File: src/rtl/irqd_pkg.sv
// Package: shared constants, register kinds and fixed map values for the
// interrupt dispatcher. Assumes two line classes of 32 each.
package irqd_pkg;
    localparam int PCI_LINES  = 32;
    localparam int OBD_LINES  = 32;
    localparam int GROUP_SZ   = 4;
    localparam int PCI_GROUPS = PCI_LINES / GROUP_SZ;
    localparam int SRC_LINES  = PCI_LINES + OBD_LINES;
    localparam int NUM_W      = $clog2(SRC_LINES + 2);
    localparam int ADDR_W     = 8;
    localparam int DATA_W     = 32;
    localparam int EN_BIT     = 31;
    localparam int GI_W       = $clog2(PCI_GROUPS);
    localparam int OI_W       = $clog2(OBD_LINES);
    localparam logic [NUM_W-1:0] NO_REQ = NUM_W'(SRC_LINES + 1);

    typedef enum logic [1:0] {
        K_PCI_MAP = 2'd0,
        K_OBD_MAP = 2'd1,
        K_PCI_CLR = 2'd2,
        K_OBD_CLR = 2'd3
    } reg_kind_e;

    // Fixed lower bits of slot group map g.
    function automatic logic [DATA_W-1:0] pci_map_fixed(input int unsigned g);
        return DATA_W'((32'h1F << 6) | (g << 2));
    endfunction

    // Fixed lower bits of on-board map k.
    function automatic logic [DATA_W-1:0] obd_map_fixed(input int unsigned k);
        return DATA_W'(((32'h1F << 6) | 32'h20) + k);
    endfunction
endpackage

File: src/rtl/irqd_first.sv
// Lowest-index-first priority encoder.
// Assumes W >= 2; idx is zero when no bit is set.
module irqd_first #(
    parameter int W = 32,
    localparam int IW = $clog2(W)
) (
    input  logic [W-1:0]  vec,
    output logic          hit,
    output logic [IW-1:0] idx
);
    // Scan from the top so the lowest set bit is the last one assigned.
    always_comb begin
        hit = 1'b0;
        idx = '0;
        for (int i = W - 1; i >= 0; i--) begin
            if (vec[i]) begin
                hit = 1'b1;
                idx = IW'(i);
            end
        end
    end
endmodule

File: src/rtl/irqd_mapbank.sv
// Mapping-register bank: stores only the enable bits, builds the read value
// from fixed lower bits, and exposes the next-state enables so a rescan in
// the write cycle sees the value being written.
module irqd_mapbank
    import irqd_pkg::*;
#(
    parameter int NG = PCI_GROUPS,
    parameter int NO = OBD_LINES,
    parameter int GW = GI_W,
    parameter int OW = OI_W,
    parameter int DW = DATA_W
) (
    input  logic          clk,
    input  logic          rst_n,
    input  logic          wr_pci,
    input  logic          wr_obd,
    input  logic          wr_bit,
    input  logic [GW-1:0] pci_idx,
    input  logic [OW-1:0] obd_idx,
    input  logic          rd_pci,
    input  logic          rd_obd,
    output logic [NG-1:0] pci_en_nxt,
    output logic [NO-1:0] obd_en_nxt,
    output logic [DW-1:0] rd_data
);
    logic [NG-1:0] pci_en_q;
    logic [NO-1:0] obd_en_q;

    // Per-register next enable: replaced only by a write to that index.
    for (genvar g = 0; g < NG; g++) begin : g_pci
        assign pci_en_nxt[g] = (wr_pci && pci_idx == GW'(g)) ? wr_bit : pci_en_q[g];
    end
    for (genvar k = 0; k < NO; k++) begin : g_obd
        assign obd_en_nxt[k] = (wr_obd && obd_idx == OW'(k)) ? wr_bit : obd_en_q[k];
    end

    // Enable storage; reset disables every source.
    always_ff @(posedge clk) begin
        if (!rst_n) begin
            pci_en_q <= '0;
            obd_en_q <= '0;
        end else begin
            pci_en_q <= pci_en_nxt;
            obd_en_q <= obd_en_nxt;
        end
    end

    // Read value: fixed lower bits with the stored enable in the top bit.
    always_comb begin
        rd_data = '0;
        if (rd_pci) begin
            rd_data = pci_map_fixed(int'(pci_idx));
            rd_data[EN_BIT] = pci_en_q[pci_idx];
        end else if (rd_obd) begin
            rd_data = obd_map_fixed(int'(obd_idx));
            rd_data[EN_BIT] = obd_en_q[obd_idx];
        end
    end
endmodule

File: src/rtl/irqd_dispatch.sv
// Top: single-outstanding interrupt request dispatcher.
// Latches line levels, tracks one pending request, handles clear and map
// writes with a one-cycle rescan. Assumes synchronous inputs.
module irqd_dispatch
    import irqd_pkg::*;
(
    input  logic                 clk,
    input  logic                 rst_n,
    input  logic [SRC_LINES-1:0] src_lvl,
    input  logic                 reg_wr,
    input  logic [ADDR_W-1:0]    reg_addr,
    input  logic [DATA_W-1:0]    reg_wdata,
    output logic [DATA_W-1:0]    reg_rdata,
    output logic [SRC_LINES-1:0] vec_req,
    output logic [NUM_W-1:0]     req_num
);
    localparam int GSH  = $clog2(GROUP_SZ);
    localparam int PIW  = $clog2(PCI_LINES);
    localparam int OIW  = $clog2(OBD_LINES);

    reg_kind_e               kind;
    logic [GI_W-1:0]         pci_idx;
    logic [OI_W-1:0]         obd_idx;
    logic                    wr_pci_map, wr_obd_map, wr_pci_clr, wr_obd_clr;
    logic [PCI_GROUPS-1:0]   pci_en_nxt;
    logic [OBD_LINES-1:0]    obd_en_nxt;
    logic [PCI_LINES-1:0]    pci_en_line;
    logic [SRC_LINES-1:0]    lvl_q, rise;
    logic [NUM_W-1:0]        pend_q, pend_a, pend_b, pend_d;
    logic                    drop, clr_hit, rescan;
    logic                    sp_hit, so_hit, rp_hit, ro_hit;
    logic [PIW-1:0]          sp_idx, rp_idx;
    logic [OIW-1:0]          so_idx, ro_idx;

    // Register decode.
    always_comb begin
        kind       = reg_kind_e'(reg_addr[ADDR_W-1 -: 2]);
        pci_idx    = reg_addr[GI_W-1:0];
        obd_idx    = reg_addr[OI_W-1:0];
        wr_pci_map = reg_wr && kind == K_PCI_MAP;
        wr_obd_map = reg_wr && kind == K_OBD_MAP;
        wr_pci_clr = reg_wr && kind == K_PCI_CLR;
        wr_obd_clr = reg_wr && kind == K_OBD_CLR;
    end

    irqd_mapbank u_maps (
        .clk        (clk),
        .rst_n      (rst_n),
        .wr_pci     (wr_pci_map),
        .wr_obd     (wr_obd_map),
        .wr_bit     (reg_wdata[EN_BIT]),
        .pci_idx    (pci_idx),
        .obd_idx    (obd_idx),
        .rd_pci     (kind == K_PCI_MAP),
        .rd_obd     (kind == K_OBD_MAP),
        .pci_en_nxt (pci_en_nxt),
        .obd_en_nxt (obd_en_nxt),
        .rd_data    (reg_rdata)
    );

    // Fan each group enable out to its member lines.
    for (genvar i = 0; i < PCI_LINES; i++) begin : g_line_en
        assign pci_en_line[i] = pci_en_nxt[i / GROUP_SZ];
    end

    // Input level latch; a rise is a high level over a low latched value.
    always_ff @(posedge clk) begin
        if (!rst_n) lvl_q <= '0;
        else        lvl_q <= src_lvl;
    end
    assign rise = src_lvl & ~lvl_q;

    irqd_first #(.W(PCI_LINES)) u_scan_pci (
        .vec (lvl_q[PCI_LINES-1:0] & pci_en_line), .hit (sp_hit), .idx (sp_idx));
    irqd_first #(.W(OBD_LINES)) u_scan_obd (
        .vec (lvl_q[SRC_LINES-1:PCI_LINES] & obd_en_nxt), .hit (so_hit), .idx (so_idx));
    irqd_first #(.W(PCI_LINES)) u_rise_pci (
        .vec (rise[PCI_LINES-1:0] & pci_en_line), .hit (rp_hit), .idx (rp_idx));
    irqd_first #(.W(OBD_LINES)) u_rise_obd (
        .vec (rise[SRC_LINES-1:PCI_LINES] & obd_en_nxt), .hit (ro_hit), .idx (ro_idx));

    // Next pending request: retire, rescan, then apply rising edges.
    always_comb begin
        drop = (wr_pci_map && !reg_wdata[EN_BIT] && pend_q < NUM_W'(PCI_LINES)
                    && (pend_q >> GSH) == NUM_W'(pci_idx))
            || (wr_obd_map && !reg_wdata[EN_BIT]
                    && pend_q == NUM_W'(PCI_LINES) + NUM_W'(obd_idx));
        clr_hit = (wr_pci_clr && (pend_q >> GSH) == NUM_W'(pci_idx))
               || (wr_obd_clr && pend_q == NUM_W'(PCI_LINES) + NUM_W'(obd_idx));
        rescan = wr_pci_map || wr_obd_map || clr_hit;
        pend_a = (drop || clr_hit) ? NO_REQ : pend_q;
        pend_b = pend_a;
        if (rescan && pend_a == NO_REQ) begin
            if (sp_hit)      pend_b = NUM_W'(sp_idx);
            else if (so_hit) pend_b = NUM_W'(PCI_LINES) + NUM_W'(so_idx);
        end
        pend_d = pend_b;
        if (rp_hit)                            pend_d = NUM_W'(rp_idx);
        else if (ro_hit && pend_b == NO_REQ)   pend_d = NUM_W'(PCI_LINES) + NUM_W'(ro_idx);
    end

    // Pending request register.
    always_ff @(posedge clk) begin
        if (!rst_n) pend_q <= NO_REQ;
        else        pend_q <= pend_d;
    end

    // One-hot vector outputs decoded from the pending number.
    for (genvar v = 0; v < SRC_LINES; v++) begin : g_vec
        assign vec_req[v] = (pend_q == NUM_W'(v));
    end
    assign req_num = pend_q;
endmodule

File: config.mk
export PLATFORM = sky130hd
export DESIGN_NAME = irqd_dispatch
export DESIGN_NICKNAME = d
export VERILOG_FILES = /design/src/rtl/irqd_pkg.sv /design/src/rtl/irqd_first.sv /design/src/rtl/irqd_mapbank.sv /design/src/rtl/irqd_dispatch.sv
export SDC_FILE = /design/constraint.sdc
export NUM_CORES = 1
export LEC_CHECK = 0
export ABC_AREA = 1
export BUFFER_PORTS_ARGS = -buffer_cell sky130_fd_sc_hd__buf_4
export CAP_MARGIN = 20
export CORE_UTILIZATION = 50
export CTS_BUF_LIST = sky130_fd_sc_hd__clkbuf_4
export DETAILED_ROUTE_END_ITERATION = 10
export PLACE_DENSITY_LB_ADDON = 0.12
export SETUP_SLACK_MARGIN = 0.3
export SLEW_MARGIN = 20
export SYNTH_ARGS = -nofsm -noshare
export SYNTH_HDL_FRONTEND = slang
export SYNTH_SLANG_ARGS = --single-unit
File: constraint.sdc
create_clock -name clk -period 3.14 [get_ports clk]
set_input_delay 0.314 -clock clk [delete_from_list [all_inputs] [get_ports clk]]
set_output_delay 0.314 -clock clk [all_outputs]
set_load 0.02 [all_outputs]
==> flow_summary_export.csv <==
group,metric,value,unit
clock_network,tritoncts,"done",
worst_setup_path,path_buf_inv,7,
floorplanning,initial_utilization,51.9,%
timing,fmax,0.335,GHz
detailed_routing,vias,9550,
detailed_routing,postRouteAntennaNets,0,
timing,hold_viol_final,0,
grt,grt.overflow.total,0,
timing,min_period,2980,ps
timing,max-slew-margin-rel,52.6,%
final_layout,num-fill-cells,1196,
placed_design,dpl_worst_slack,-466,ps
placed_design,placed_cell_area,10200,um2
final_layout,layout_commonest_cell,"nand2_1",
timing,rsz0062_at_grt,"yes",
final_layout,area_growth,48.6,%
synthesis,ys_seq_area_share,29.0,%
grt,grt_max_degree,67,
placed_design,routabilityCongestion,0.929,
detailed_routing,wl,26700,um
placed_design,place_inst,1808,
outcome,status,"complete, no violations",
worst_setup_path,endpoint_kind,"flip-flop",
floorplanning,die_w,126,um
worst_hold_path,hold_path_class,"in2reg",
floorplanning,fp.dieH,126,um
detailed_routing,wl_per_cell,14.0,um
power_and_ir_drop,power.leakage,6.28,nW
worst_setup_path,critPathKind,"in2reg",
floorplanning,coreArea,14800,um2
final_layout,fin_area,11400,um2
clock_network,numCtsBuffers,9,
clock_network,clock_sinks,111,
synthesis,yosys_warnings,0,
worst_setup_path,critical_path.max_fanout,8,
final_layout,finalNonFillerCells,1909,
detailed_routing,drc,0,
worst_setup_path,cpMostUsedCell,"nor2_1",
grt,antenna_found_initial,1,
grt,grt_pass1_wl,42800,um
floorplanning,die-area,15800,um2
worst_setup_path,startpoint_type,"input port",
timing,setup_ws,155,ps
final_layout,mostFrequentLayoutCells,"nand2_1, buf_4, inv_1, nor2_1, dfxtp_1",
grt,grt_use_total,34.0,%
timing,hold_slack,97.4,ps
detailed_routing,via_per_inst,5.00,
synthesis,yosys.cell_types.count,46,
synthesis,syn_area,7650,um2
timing,fin_crit_sh,95.1,%
clock_network,cts_htree_levels,3,
worst_setup_path,crit_required,3560,ps
power_and_ir_drop,vdd_ir_drop_max,0.332,mV
synthesis,synthCells,1322,
synthesis,async_flop_share,0,%
worst_setup_path,cpMaxStageDelayCell,"nor3_4",
final_layout,multi_input_area,4510,um2
run,maxCapViolCount,0,
timing,tightest_slew,711,ps
clock_network,clock_latency,520,ps
worst_setup_path,critPathMaxStageDelay,340,ps
placed_design,io_buffers,157,
synthesis,syn_area_per_cell,5.79,um2
floorplanning,io_pins,210,
worst_setup_path,crit_family,"simple AND/OR/NAND/NOR gates",
timing,slew_violations,0,
placed_design,dp_hpwl,20200,um
synthesis,synth_seq_cells,111,
detailed_routing,drt_iter0_drc,679,
worst_setup_path,arrival,3400,ps
clock_network,cts.clk_slew.worst_paths,180,ps
final_layout,final_nets,1825,
clock_network,clk_path_buf_depth,2,
final_layout,final_util,77.1,%
synthesis,yosys_most_used_dff,"dfxtp_1",
timing,finalSetupViolCount,0,
final_layout,seq_area,2230,um2
clock_network,cts_root_buf,"clkbuf_4",
final_layout,drive_gt1_share,27.5,%
detailed_routing,first_pass_iters,5,
floorplanning,row_count,44,
synthesis,synth_edf_count,0,
timing,finClkSkew,18.1,ps
grt,first_global_vias,8907,
power_and_ir_drop,p_per_area,284,nW/um2
worst_setup_path,crit_chain,"buf_8, inv_16, buf_4, nand3_4, nor3_1, or2_2, nand2_1, nor2_1, nor2_1, inv_1, nor2_1, nand3_1, inv_2, nand2_2, buf_4, inv_1, a32o_2, a22oi_2, nand4_1, nor3_4, a21oi_1, a21oi_1, o21ai_1",
## metal layers
metal	wire length, um	GRT usage [%]	vias up
li1	-	-	4814
met2	12800	60.4	394
met4	592	10.1	0
met5	0	0	-
met1	11600	42.3	4294
met3	1680	5.06	48
## worst paths after layout
kind | startpoint | end | slack (ps) | depth (start not counted)
worst max-delay path | reg_addr[7] | req_num[0] | 160 | 23
worst min-delay path | reg_wdata[31] | u_maps.obd_en_q[27] | 100 | 3
worst max register to register | u_maps.pci_en_q[0] | req_num[0] | 210 | 18
worst min register to register | u_maps.obd_en_q[27] | u_maps.obd_en_q[27] | 590 | 4
## area by class of cell
type                       count  share of cell area, %
timing repair buffer         419                   29.5
clock inverter                 6                  0.462
antenna                        2                 0.0440
tap                          184                   2.03
inverter                     237                   7.98
clock buffer                  10                  0.660
multi-input combinational    940                   39.7
sequential                   111                   19.6
## worst min-delay path: stages
cell,delay [ps]
buf_4,120
o21ai_2,80
nor2_1,70
## power breakdown
group	internal [mW]	total [mW]	switching, mW
sequential	1.47	1.51	0.0375
combinational	0.439	1.00	0.562
clock	0.186	0.713	0.527
total	2.10	3.22	1.13
## what timing repair did
| item | 4_1_cts | 5_1_grt |
|---|---|---|
| setup endpoints to repair | 7 | 7 |
| pin swaps | 31 | 13 |
| gates resized for setup | 50 | 28 |
| hold endpoints to repair | 64 | 0 |
| buffers inserted | 16 | 3 |
| hold buffers | 64 | 0 |
## cells by family (layout without fill, tap and decap cells)
group,after synthesis,count (layout),synth area share [%]
compound gates,133,133,11.3
buf+inv,290,672,15.9
other cells,1,22,0.0490
simple gates,787,787,43.7
flops,111,111,29.0
## through the flow
| stage | setup TNS (ps) | power (mW) |
|---|---|---|
| after floorplan | 0 | 1.99 |
| after global placement | -2560 | 2.39 |
| after detailed placement | -2900 | 2.40 |
| after CTS | 0 | 3.20 |
| after global routing | -893 | 3.38 |
| final | 0 | 3.22 |
## cells in the mapped netlist, types with 10 or more instances
master	instances	area (um2)
a21oi_1	16	80.1
and2_1	10	62.6
buf_4	25	188
clkbuf_1	19	71.3
dfxtp_1	111	2220
inv_1	220	826
inv_2	14	52.6
nand2_1	430	1610
nand3_1	53	265
nand3b_1	30	225
nand4_1	13	81.3
nor2_1	214	803
o21a_1	27	203
o21ai_0	25	125
o22ai_1	18	113
## flip-flops by register name (all words and copies together) (netlist names)
register,cells
u_maps.obd_en_q,32
u_maps.pci_en_q,8
req_num,7
lvl_q,64
Power figures use the tool's default switching activity.
